[src/rtl/i2c_slv_pkg.sv]
package i2c_slv_pkg;
  localparam int BYTE_W = 8;
  localparam int CNT_W  = $clog2(BYTE_W + 1);

  typedef enum logic [3:0] {
    ST_IDLE,
    ST_DEV,
    ST_DACK,
    ST_SUB,
    ST_SACK,
    ST_WR,
    ST_WACK,
    ST_RD,
    ST_RACK,
    ST_IGN
  } slv_state_t;
endpackage

[src/rtl/i2c_glitch_filter.sv]
module i2c_glitch_filter #(
  parameter int FILT_LEN = 4,
  parameter bit RST_VAL  = 1'b1
) (
  input  logic clk,
  input  logic rst,
  input  logic din,
  output logic dout
);
  localparam int CW = $clog2(FILT_LEN + 1);

  logic [1:0]    sync;
  logic [CW-1:0] cnt;

  // two-stage synchroniser, then a level must persist FILT_LEN cycles
  always_ff @(posedge clk) begin
    if (rst) begin
      sync <= {2{RST_VAL}};
      cnt  <= '0;
      dout <= RST_VAL;
    end else begin
      sync <= {sync[0], din};
      if (sync[1] == dout) begin
        cnt <= '0;
      end else if (cnt == CW'(FILT_LEN - 1)) begin
        dout <= sync[1];
        cnt  <= '0;
      end else begin
        cnt <= cnt + 1'b1;
      end
    end
  end
endmodule

[src/rtl/i2c_bus_events.sv]
module i2c_bus_events (
  input  logic clk,
  input  logic rst,
  input  logic scl,
  input  logic sda,
  output logic scl_rise,
  output logic scl_fall,
  output logic start_p,
  output logic stop_p,
  output logic sda_s
);
  logic scl_q;

  always_ff @(posedge clk) begin
    if (rst) begin
      scl_q    <= 1'b1;
      sda_s    <= 1'b1;
      scl_rise <= 1'b0;
      scl_fall <= 1'b0;
      start_p  <= 1'b0;
      stop_p   <= 1'b0;
    end else begin
      scl_q    <= scl;
      sda_s    <= sda;
      scl_rise <= scl & ~scl_q;
      scl_fall <= ~scl & scl_q;
      start_p  <= scl & scl_q & sda_s & ~sda;
      stop_p   <= scl & scl_q & ~sda_s & sda;
    end
  end
endmodule

[src/rtl/i2c_slave_fsm.sv]
module i2c_slave_fsm
  import i2c_slv_pkg::*;
#(
  parameter logic [6:0] DEV_ADDR = 7'b1000011,
  parameter int         REG_AW   = 8
) (
  input  logic              clk,
  input  logic              rst,
  input  logic              scl_rise,
  input  logic              scl_fall,
  input  logic              start_p,
  input  logic              stop_p,
  input  logic              sda_s,
  input  logic [BYTE_W-1:0] reg_rdata,
  output logic              sda_oe,
  output logic [REG_AW-1:0] reg_addr,
  output logic [BYTE_W-1:0] reg_wdata,
  output logic              reg_we
);
  localparam logic [CNT_W-1:0] BIT_N = CNT_W'(BYTE_W);

  slv_state_t        st;
  logic [CNT_W-1:0]  bcnt;
  logic [BYTE_W-1:0] shr;
  logic [BYTE_W-1:0] txr;
  logic              rw;
  logic              mack;

  always_ff @(posedge clk) begin
    if (rst) begin
      st        <= ST_IDLE;
      bcnt      <= '0;
      shr       <= '0;
      txr       <= '0;
      rw        <= 1'b0;
      mack      <= 1'b0;
      sda_oe    <= 1'b0;
      reg_addr  <= '0;
      reg_wdata <= '0;
      reg_we    <= 1'b0;
    end else begin
      reg_we <= 1'b0;
      if (reg_we) reg_addr <= reg_addr + 1'b1;

      if (start_p) begin
        st     <= ST_DEV;
        bcnt   <= '0;
        sda_oe <= 1'b0;
      end else if (stop_p) begin
        st     <= ST_IDLE;
        sda_oe <= 1'b0;
      end else begin
        case (st)
          ST_DEV, ST_SUB, ST_WR: begin
            if (scl_rise && bcnt != BIT_N) begin
              shr  <= {shr[BYTE_W-2:0], sda_s};
              bcnt <= bcnt + 1'b1;
            end else if (scl_fall && bcnt == BIT_N) begin
              bcnt <= '0;
              if (st == ST_DEV) begin
                if (shr[BYTE_W-1:1] == DEV_ADDR) begin
                  sda_oe <= 1'b1;
                  rw     <= shr[0];
                  st     <= ST_DACK;
                end else begin
                  st <= ST_IGN;
                end
              end else if (st == ST_SUB) begin
                reg_addr <= REG_AW'(shr);
                sda_oe   <= 1'b1;
                st       <= ST_SACK;
              end else begin
                reg_we    <= 1'b1;
                reg_wdata <= shr;
                sda_oe    <= 1'b1;
                st        <= ST_WACK;
              end
            end
          end
          ST_DACK: begin
            if (scl_fall) begin
              if (rw) begin
                txr    <= reg_rdata;
                sda_oe <= ~reg_rdata[BYTE_W-1];
                st     <= ST_RD;
              end else begin
                sda_oe <= 1'b0;
                st     <= ST_SUB;
              end
            end
          end
          ST_SACK, ST_WACK: begin
            if (scl_fall) begin
              sda_oe <= 1'b0;
              st     <= ST_WR;
            end
          end
          ST_RD: begin
            if (scl_fall) begin
              if (bcnt == BIT_N - 1'b1) begin
                sda_oe   <= 1'b0;
                bcnt     <= '0;
                reg_addr <= reg_addr + 1'b1;
                st       <= ST_RACK;
              end else begin
                bcnt   <= bcnt + 1'b1;
                txr    <= {txr[BYTE_W-2:0], 1'b0};
                sda_oe <= ~txr[BYTE_W-2];
              end
            end
          end
          ST_RACK: begin
            if (scl_rise) begin
              mack <= ~sda_s;
            end else if (scl_fall) begin
              if (mack) begin
                txr    <= reg_rdata;
                sda_oe <= ~reg_rdata[BYTE_W-1];
                st     <= ST_RD;
              end else begin
                st <= ST_IGN;
              end
            end
          end
          default: ;
        endcase
      end
    end
  end
endmodule

[src/rtl/i2c_reg_slave.sv]
module i2c_reg_slave
  import i2c_slv_pkg::*;
#(
  parameter logic [6:0] DEV_ADDR = 7'b1000011,
  parameter int         FILT_LEN = 4,
  parameter int         REG_AW   = 8
) (
  input  logic              clk,
  input  logic              rst,
  input  logic              scl_i,
  input  logic              sda_i,
  output logic              sda_oe,
  output logic [REG_AW-1:0] reg_addr,
  output logic [BYTE_W-1:0] reg_wdata,
  output logic              reg_we,
  input  logic [BYTE_W-1:0] reg_rdata
);
  localparam int LINES = 2;

  logic [LINES-1:0] raw_lines;
  logic [LINES-1:0] flt_lines;
  logic scl_rise, scl_fall, start_p, stop_p, sda_s;

  assign raw_lines = {sda_i, scl_i};

  genvar gi;
  generate
    for (gi = 0; gi < LINES; gi++) begin : g_filt
      i2c_glitch_filter #(.FILT_LEN(FILT_LEN), .RST_VAL(1'b1)) u_filt (
        .clk (clk),
        .rst (rst),
        .din (raw_lines[gi]),
        .dout(flt_lines[gi])
      );
    end
  endgenerate

  i2c_bus_events u_evt (
    .clk     (clk),
    .rst     (rst),
    .scl     (flt_lines[0]),
    .sda     (flt_lines[1]),
    .scl_rise(scl_rise),
    .scl_fall(scl_fall),
    .start_p (start_p),
    .stop_p  (stop_p),
    .sda_s   (sda_s)
  );

  i2c_slave_fsm #(.DEV_ADDR(DEV_ADDR), .REG_AW(REG_AW)) u_fsm (
    .clk      (clk),
    .rst      (rst),
    .scl_rise (scl_rise),
    .scl_fall (scl_fall),
    .start_p  (start_p),
    .stop_p   (stop_p),
    .sda_s    (sda_s),
    .reg_rdata(reg_rdata),
    .sda_oe   (sda_oe),
    .reg_addr (reg_addr),
    .reg_wdata(reg_wdata),
    .reg_we   (reg_we)
  );
endmodule

[config.mk]
export PLATFORM = sky130hd
export DESIGN_NAME = i2c_reg_slave
export DESIGN_NICKNAME = d
export VERILOG_FILES = /design/src/rtl/i2c_slv_pkg.sv /design/src/rtl/i2c_glitch_filter.sv /design/src/rtl/i2c_bus_events.sv /design/src/rtl/i2c_slave_fsm.sv /design/src/rtl/i2c_reg_slave.sv
export SDC_FILE = /design/constraint.sdc
export NUM_CORES = 1
export LEC_CHECK = 0
export CORE_MARGIN = 1
export CORE_UTILIZATION = 31
export CTS_CLUSTER_SIZE = 16
export DETAILED_ROUTE_END_ITERATION = 16
export PLACE_DENSITY = 0.5
export SYNTH_ARGS = -nofsm -noshare
export SYNTH_HDL_FRONTEND = slang
export SYNTH_HIERARCHICAL = 1
export SYNTH_SLANG_ARGS = --single-unit
[constraint.sdc]
create_clock -name clk -period 2.6 [get_ports clk]
set_clock_uncertainty 0.2 [all_clocks]
set_input_delay 0.26 -clock clk [delete_from_list [all_inputs] [get_ports clk]]
set_output_delay 0.26 -clock clk [all_outputs]
set_load 0.05 [all_outputs]
## Word level (Yosys, flattened, before mapping)

Cells that the tools add are included.

- Register bits after elaboration: 61
- Input bits: 12
- Output and inout bits: 18
- Word-level logic and storage cells: 163

- Muxes and demuxes: 53
- Eq/ne operators: 37
- Bitwise logic cells: 22
- Add/sub/neg operators: 4
- Reduce and logical (&&, ||, !) cells: 24

Operators by type and width:

| kind | number |
|---|---|
| 8-bit two-way mux | 9 |
| 4-bit two-way mux | 15 |
| 7-bit two-way mux | 7 |
| 4-bit != test (second input constant) | 7 |
| 7-bit case mux with 3 select lines | 1 |
| 4-bit by 3-bit equality test with 1-bit output (second input constant) | 5 |
| 4-bit case mux with 5 select lines | 1 |
| 10-bit AND reduction | 2 |
| 9-bit AND reduction | 2 |
| 8-bit case mux with 2 select lines | 1 |
| 1-bit two-way mux | 15 |
| 1-bit NOT | 15 |
| 2-bit != test (second input constant) | 7 |
| 7-bit AND reduction | 2 |
| 4-bit AND reduction | 3 |
| 3-bit OR reduction | 4 |
| 8-bit by 1-bit adder with 8-bit output (second input constant) | 1 |
| 4-bit by 2-bit equality test with 1-bit output (second input constant) | 2 |
| 4-bit equality test (second input constant) | 2 |
| 2-bit by 1-bit != test with 1-bit output (second input constant) | 4 |
| 4-bit by 3-bit != test with 1-bit output (second input constant) | 2 |
| 4-bit case mux with 2 select lines | 1 |
| 1-bit bitwise AND | 7 |
| 7-bit equality test (second input constant) | 1 |
| other kinds (18) | 24 |

## Logic depth before layout (Yosys ltp)

Gate-level depths: netlist of the first run.

- Depth in word-level cells: 9
- Depth in mapped cells: 8
- Mapped depth without buffers: 7

## Hierarchy

The synthesis of the first run kept the hierarchy.

By module, submodules not included:

| module | cells an instance | instances | area an instance (um2) |
|---|---|---|---|
| i2c_slave_fsm | 286 | 1 | 2417.3 |
| i2c_glitch_filter | 17 | 2 | 214.0 |
| i2c_bus_events | 14 | 1 | 197.7 |

## Worst setup path after synthesis of the first run

Ideal clock, no wire load.

- Path kind: register to register
- From: reg u_fsm.st[1]
- To: reg u_fsm.sda_oe
- Clock period less this slack: 2.074 ns
- Stages on the path, launching flop included: 7
- Path buffers: 1
- Setup slack: 0.526 ns
- Setup time: 0.116 ns
- Data required time: 2.284 ns
- Data arrival time: 1.758 ns
- Path through: dfxtp_1 > buf_6 > or4b_4 > o221a_4 > a211oi_2 > o2111ai_1 > o211a_1

- Word-level cells in the longest chain between the ends: 5
- Elaborated cells between the ends (all ways): 25
- Those cells by class: eq/ne: 17; mux: 4; reduce/logical: 4

RTL lines:

| item | RTL line | text |
|---|---|---|
| from (decl) | i2c_slave_fsm.sv:22 | `slv_state_t st;` |
| from (signal assigned) | i2c_slave_fsm.sv:31 | `st <= ST_IDLE;` |
| from (signal assigned) | i2c_slave_fsm.sv:46 | `st <= ST_DEV;` |
| from (signal assigned) | i2c_slave_fsm.sv:50 | `st <= ST_IDLE;` |
| 4-bit by 1-bit equality test with 1-bit output | i2c_slave_fsm.sv:53, i2c_slave_fsm.sv:60 |  |
| 1-bit two-way mux | i2c_slave_fsm.sv:60 | `if (st == ST_DEV) begin` |
| 1-bit two-way mux | i2c_slave_fsm.sv:58 | `end else if (scl_fall && bcnt == BIT_N) begin` |
| 1-bit two-way mux | i2c_slave_fsm.sv:55 | `if (scl_rise && bcnt != BIT_N) begin` |
| 1-bit case mux with 5 select lines | i2c_slave_fsm.sv:53 | `case (st)` |
| to (signal assigned) | i2c_slave_fsm.sv:84 | `sda_oe <= ~reg_rdata[BYTE_W-1];` |
| to (signal assigned) | i2c_slave_fsm.sv:108 | `sda_oe <= ~txr[BYTE_W-2];` |
| to (signal assigned) | i2c_slave_fsm.sv:118 | `sda_oe <= ~reg_rdata[BYTE_W-1];` |
| to (decl) | i2c_slave_fsm.sv:15 | `output logic sda_oe,` |

Several ways; a longest one is shown, not always the timed one. The select of a mux whose other input is x is not followed.
A chain may end at the register's enable or synchronous reset.

## Final worst setup path of the first run

- From: reg u_fsm.st[0]
- To: reg u_fsm.sda_oe

The elaborated chain is that of the path after synthesis.

==> impl_metrics.csv, run 1 <==
group,metric,value,unit
status,status,"completed",
timing,rsz0062_at_grt,"false",
drt,wl_per_cell,14.4,um
logic_synthesis,synth_top_family_by_area,"simple AND/OR/NAND/NOR gates",
grt,track_usage,15.7,%
critical_path,worstPathArrival,2.25,ns
logic_synthesis,synth_edf_count,0,
final_layout,most-common-layout-cells,"61 x dfxtp_1, 33 x nor2_1, 29 x clkdlybuf4s50_1",
grt,gr-total-overflow,0,
critical_path,crit_fanout,15,
final_layout,nFillCells,993,
drt,via_count,2532,
drt,drc,0,
logic_synthesis,muxShareOfSynthArea,6.58,%
die,die_w,101,um
final_layout,drive_gt1_share,14.7,%
logic_synthesis,ys_warn_count,6,
pwr,peakVddDrop,396,uV
logic_synthesis,synth_cells,334,
placement,routabilityCongestion,0.874,
final_layout,nets,388,
timing,maxSlewViolCount,0,
clock_tree,ctsResizeCount,0,
logic_synthesis,synth_compound_area_share,15.7,%
clock_tree,post_cts_buffers,0,
logic_synthesis,syn_avg_cell_area,9.11,sq um
die,fp.dieH,101,um
clock_tree,holdBufCountCts,0,
pwr,leakagePower,1.35,nW
timing,slew_headroom,63.2,%
placement,numPortBuffers,29,
clock_tree,cts_root_buf,"clkbuf_8",
timing,timing.final.crit_share,85.6,%
logic_synthesis,synthesis.nets,353,
timing,fin_setup_tns,0,ns
timing,setup_violations,0,
logic_synthesis,synth_seq_area_share,40.1,%
final_layout,synthToLayoutAreaGrowth,21.7,%
worst_hold_path,hold_path_class,"reg -> reg",
clock_tree,clock_latency,0.34,ns
logic_synthesis,synth_seq_cells,61,
drt,ant_nets,0,
placement,dp_hpwl,5060,um
pwr,power_density,492,nW/um^2
grt,grt_pass1_vias,2433,
critical_path,cp-start-kind,"flop",
job,drv_cap,0,
logic_synthesis,synth_xor_area_share,4.03,%
die,rows,35,
clock_tree,path_clk_slew,0.08,ns
drt,drtIter0Drc,205,
die,core_area,9370,sq um
logic_synthesis,synth_fa_ha_area_share,2.88,%
final_layout,num_antenna_cells,0,
clock_tree,htreeDepth,3,
logic_synthesis,ys_async_sr_fraction,0,%
drt,vias_per_cell,5.03,
timing,worst_slew_pin_slew,0.550,ns
critical_path,end_kind,"flop",
critical_path,critPathRequiredTime,2.63,ns
die,io_pins,30,
clock_tree,cts_buffers,9,
logic_synthesis,ys.flop_type,"dfxtp_1",
grt,antenna_found_initial,0,
drt,firstDrtPassIters,4,
logic_synthesis,yosys.area_share.simple,27.0,%
timing,hold_viol_final,0,
drt,finalWirelength,7260,um
die,die_area,10200,sq um
clock_tree,clock-sinks,61,
logic_synthesis,synth.distinct_cells,64,
clock_tree,cts_max_path_buffers,2,
pwr,finalPower,1.82,mW
timing,period_needed,2.23,ns
clock_tree,cts_tree,"yes",
critical_path,critical_path_class,"reg -> reg",
logic_synthesis,syn_area,3040,sq um
final_layout,final_common_cell,"dfxtp_1",
timing,max_freq,0.449,GHz
die,initial_core_util,32.5,%
grt,grt_max_degree,26,
grt,grt_pass1_wl,12500,um
==> through the flow <==
step	hold slack (ns)	setup slack [ns]	area (sq um)	instances	util, %
after floorplan	0.134	0.526	3040	334	-
after global placement	0.196	0.472	3510	487	37.5
after detailed placement	0.193	0.446	3510	487	37.5
after CTS	0.212	0.400	3700	503	39.5
after global routing	0.226	0.238	3700	503	39.5
final	0.210	0.373	3700	503	39.5
==> metal layers <==
| metal | up-vias | GRT usage, % | wire, um |
|---|---|---|---|
| met1 | 1196 | 22.5 | 3800 |
| met5 | - | 0 | 0 |
| li1 | 1281 | - | - |
| met3 | 5 | 4.79 | 328 |
| met4 | 0 | 3.34 | 54 |
| met2 | 50 | 22.8 | 3080 |
==> layout make-up <==
cell class                 count  area [sq um]  area share, %
inverter                       9          33.8          0.912
multi-input combinational    246          1710           46.1
sequential                    61          1220           33.0
clock inverter                 6          63.8           1.72
tap                          129           161           4.36
timing repair buffer          42           388           10.5
clock buffer                  10           128           3.45
==> power by group <==
part / leakage [nW] / switching (mW) / internal, mW
Clock: 0.0923 / 0.388 / 0.441
Combinational: 0.763 / 0.0281 / 0.0278
Sequential: 0.492 / 0.00146 / 0.938
Total: 1.35 / 0.417 / 1.41
==> cells by family (layout without fill, tap and decap cells) <==
group                      count (synthesis)  after routing
and+or+nand+nor                          141            141
AOI/OAI and AO/OA                         64             64
adders and majority gates                  7              7
DFF                                       61             61
xor gates and xnor gates                  14             14
muxes                                     20             20
buffers and inverters                     27             67
==> path summary, 6_finish.rpt <==
path              slack, ns                     start  depth (start not counted)                        to
setup / recovery       0.37               u_fsm/st[0]                          5              u_fsm/sda_oe
hold / removal         0.21  g_filt[0].u_filt/sync[0]                          1  g_filt[0].u_filt/sync[1]
setup reg to reg       0.37               u_fsm/st[0]                          5              u_fsm/sda_oe
hold reg to reg        0.21  g_filt[0].u_filt/sync[0]                          1  g_filt[0].u_filt/sync[1]
==> synth_stat cells, types with 7 or more instances <==
| cell | count | share of area (%) |
|---|---|---|
| xnor2_1 | 8 | 2.3 |
| a21oi_1 | 12 | 2.0 |
| o21ai_0 | 7 | 1.2 |
| or2_2 | 8 | 1.6 |
| nor3_1 | 7 | 1.2 |
| nand3_1 | 14 | 2.3 |
| a311oi_1 | 7 | 2.0 |
| nor2_1 | 33 | 4.1 |
| nand2_1 | 26 | 3.2 |
| mux2i_1 | 20 | 6.6 |
| dfxtp_1 | 61 | 40 |
| ha_1 | 7 | 2.9 |
| clkbuf_1 | 12 | 1.5 |
| inv_1 | 9 | 1.1 |
==> flip-flops by register name, summed over array words and instances (netlist names), 2 cells and up <==
signal,cells
g_filt.u_filt/cnt,6
u_fsm/reg_addr,8
u_fsm/txr,7
g_filt.u_filt/dout,2
u_fsm/reg_wdata,8
u_fsm/bcnt,4
u_fsm/shr,8
u_fsm/st,4
g_filt.u_filt/sync,4
==> critical path, cell delays in order, from the launching register on <==
cell and delay, ns:
dfxtp_1 0.44, or4b_4 0.57, o221a_4 0.29, a211oi_2 0.30, o2111ai_1 0.17, o211a_1 0.16
(Power assumes the default switching activity.)
==> inputs of run 2 (changes only) <==
--- a/config.mk
+++ b/config.mk
@@ -9,7 +9,8 @@
 export CORE_UTILIZATION = 31
 export CTS_CLUSTER_SIZE = 16
 export DETAILED_ROUTE_END_ITERATION = 16
-export PLACE_DENSITY = 0.5
+export DONT_BUFFER_PORTS = 1
+export PLACE_DENSITY = 0.46
 export SYNTH_ARGS = -nofsm -noshare
 export SYNTH_HDL_FRONTEND = slang
 export SYNTH_HIERARCHICAL = 1
==> run 2 against run 1 <==
Net effect:
- register-to-register slack lost 0.13 ns
- core utilization shrank 1.2 points
- final cell count shrank 2.6%
- sequential share of layout area grew 1.1 points
- count of clock-buffer cells in the layout shrank 1
- critical endpoint is now u_fsm/shr[1]
- non-clock buffer count shrank 13
- setup slack lost 0.13 ns
- highest routed layer unchanged
- combinational power shrank 8.2%
- fmax shrank 5.6%
- power grew 2.3%
- largest power group unchanged
- worst hold slack lost 0.11 ns
- largest cell class unchanged
- wire length is essentially flat
==> impl_metrics.csv, run 2 (synthesized netlist as in run 1, its figures left out) <==
group,metric,value,unit
grt,grtUsageMet3,4.58,%
final_layout,num_antenna_cells,0,
die,initial_core_util,32.5,%
drt,drc,0,
die,fp.dieH,101,um
timing,max_freq,0.424,GHz
critical_path,crit_fanout,8,
critical_path,worstPathArrival,2.40,ns
status,status,"completed",
clock_tree,clock_latency,0.35,ns
grt,track_usage,15.1,%
pwr,p_sw,0.450,mW
clock_tree,cts_tree,"yes",
timing,period_needed,2.36,ns
timing,fin_setup_tns,0,ns
drt,finalWirelength,7260,um
timing,hold_viol_final,0,
pwr,peakVddDrop,300,uV
pwr,p_seq_share,50.4,%
placement,numPortBuffers,0,
clock_tree,path_clk_slew,0.08,ns
critical_path,end_kind,"flop",
worst_hold_path,hold_path_class,"in -> reg",
critical_path,cp-start-kind,"flop",
grt,gr-total-overflow,0,
placement,routabilityCongestion,0.889,
die,rows,35,
final_layout,nets,375,
critical_path,critical_path_class,"reg -> reg",
pwr,leakagePower,1.33,nW
final_layout,nFillCells,1000,
final_layout,drive_gt1_share,16.9,%
drt,drtIter0Drc,121,
pwr,power_frac_clock,46.9,%
drt,firstDrtPassIters,4,
grt,gr-usage-met2,22.1,%
drt,wl_per_cell,14.8,um
critical_path,critPathRequiredTime,2.64,ns
final_layout,synthToLayoutAreaGrowth,17.9,%
clock_tree,cts_max_path_buffers,2,
timing,worst_slew_pin_slew,0.600,ns
drt,vias_per_cell,5.18,
clock_tree,post_cts_buffers,0,
pwr,intPower,1.41,mW
final_layout,most-common-layout-cells,"61 x dfxtp_1, 33 x nor2_1, 26 x nand2_1",
timing,timing.final.crit_share,90.7,%
job,drv_cap,0,
timing,rsz0062_at_grt,"false",
clock_tree,cts_buffers,9,
grt,grt_pass1_vias,2312,
clock_tree,htreeDepth,3,
grt,grt_max_degree,45,
drt,ant_nets,0,
clock_tree,clock-sinks,61,
grt,top_usage_layer,"met2",
pwr,swShare,24.1,%
grt,antenna_found_initial,0,
pwr,p_comb_share,2.8,%
final_layout,final_common_cell,"dfxtp_1",
timing,slew_headroom,60.0,%
grt,use_met1,20.7,%
pwr,power_density,520,nW/um^2
clock_tree,ctsResizeCount,0,
die,die_area,10200,sq um
timing,maxSlewViolCount,0,
clock_tree,cts_root_buf,"clkbuf_8",
final_layout,reg_top3,"u_fsm/reg_addr (8), u_fsm/reg_wdata (8), u_fsm/shr (8)",
grt,grt_pass1_wl,11800,um
drt,via_count,2538,
placement,dp_hpwl,4820,um
die,io_pins,30,
die,die_w,101,um
die,core_area,9370,sq um
timing,setup_violations,0,
pwr,finalPower,1.86,mW
-- run 2: worst paths after layout --
check	from	to	slack, ns	cells after the start
max reg2reg	u_evt/stop_p	u_fsm/shr[1]	0.24	7
max	u_evt/stop_p	u_fsm/shr[1]	0.24	7
min	rst	u_fsm/reg_addr[3]	0.1	2
min reg2reg	g_filt[0].u_filt/sync[0]	g_filt[0].u_filt/sync[1]	0.22	1
-- run 2: timing repair --
action,4_1_cts,5_1_grt
setup endpoints to repair,0,0
hold endpoints to repair,49,0
hold buffers,12,0
-- run 2: area by class of cell --
type | instances | area (sq um) | area share [%]
well taps | 129 | 161 | 4.50
multi-input cells | 246 | 1710 | 47.6
clock buffers | 9 | 124 | 3.45
repair buffers | 29 | 258 | 7.19
inverters | 9 | 33.8 | 0.942
clock inverters | 7 | 81.3 | 2.27
flip-flops and latches | 61 | 1220 | 34.0
-- run 2: metal layers --
layer,up-vias,wire length (um)
li1,1262,-
met1,1192,3600
met2,72,3120
met3,12,437
met4,0,102
met5,-,0
-- run 2: power by group through the flow --
stage / sequential, mW / combinational, mW / clock, mW
global placement: 0.961 / 0.0255 / 0
CTS: 0.939 / 0.0513 / 0.910
global route: 0.939 / 0.0562 / 0.944
detailed placement: 0.961 / 0.0251 / 0
floorplan: 0.960 / 0.0248 / 0
finish: 0.939 / 0.0513 / 0.874
-- run 2: stage by stage --
| stage | cells | hold WS [ns] | setup WS [ns] | instance area [sq um] | util (%) |
|---|---|---|---|---|---|
| after floorplan | 334 | 0.134 | 0.526 | 3040 | - |
| after global placement | 462 | 0.137 | 0.415 | 3250 | 34.7 |
| after detailed placement | 462 | 0.140 | 0.383 | 3250 | 34.7 |
| after CTS | 490 | 0.0746 | 0.238 | 3590 | 38.3 |
| after global routing | 490 | 0.109 | 0.149 | 3590 | 38.3 |
| final | 490 | 0.0960 | 0.241 | 3590 | 38.3 |
-- run 2: worst max-delay path: stages (launching register included) --
cell and delay [ns]:
dfxtp_1 0.36, or2_2 0.38, nor2_1 0.22, nand4_1 0.14, buf_4 0.21, mux2i_1 0.15
nor2_1 0.05, dlygate4sd3_1 0.55
==> inputs of run 3 (changes only) <==
--- a/config.mk
+++ b/config.mk
@@ -15,3 +15,4 @@
 export SYNTH_HDL_FRONTEND = slang
 export SYNTH_HIERARCHICAL = 1
 export SYNTH_SLANG_ARGS = --single-unit
+export TNS_END_PERCENT = 5
==> results of run 3 <==
Same layout as run 2: the final DEF is identical, and so are final timing and power.
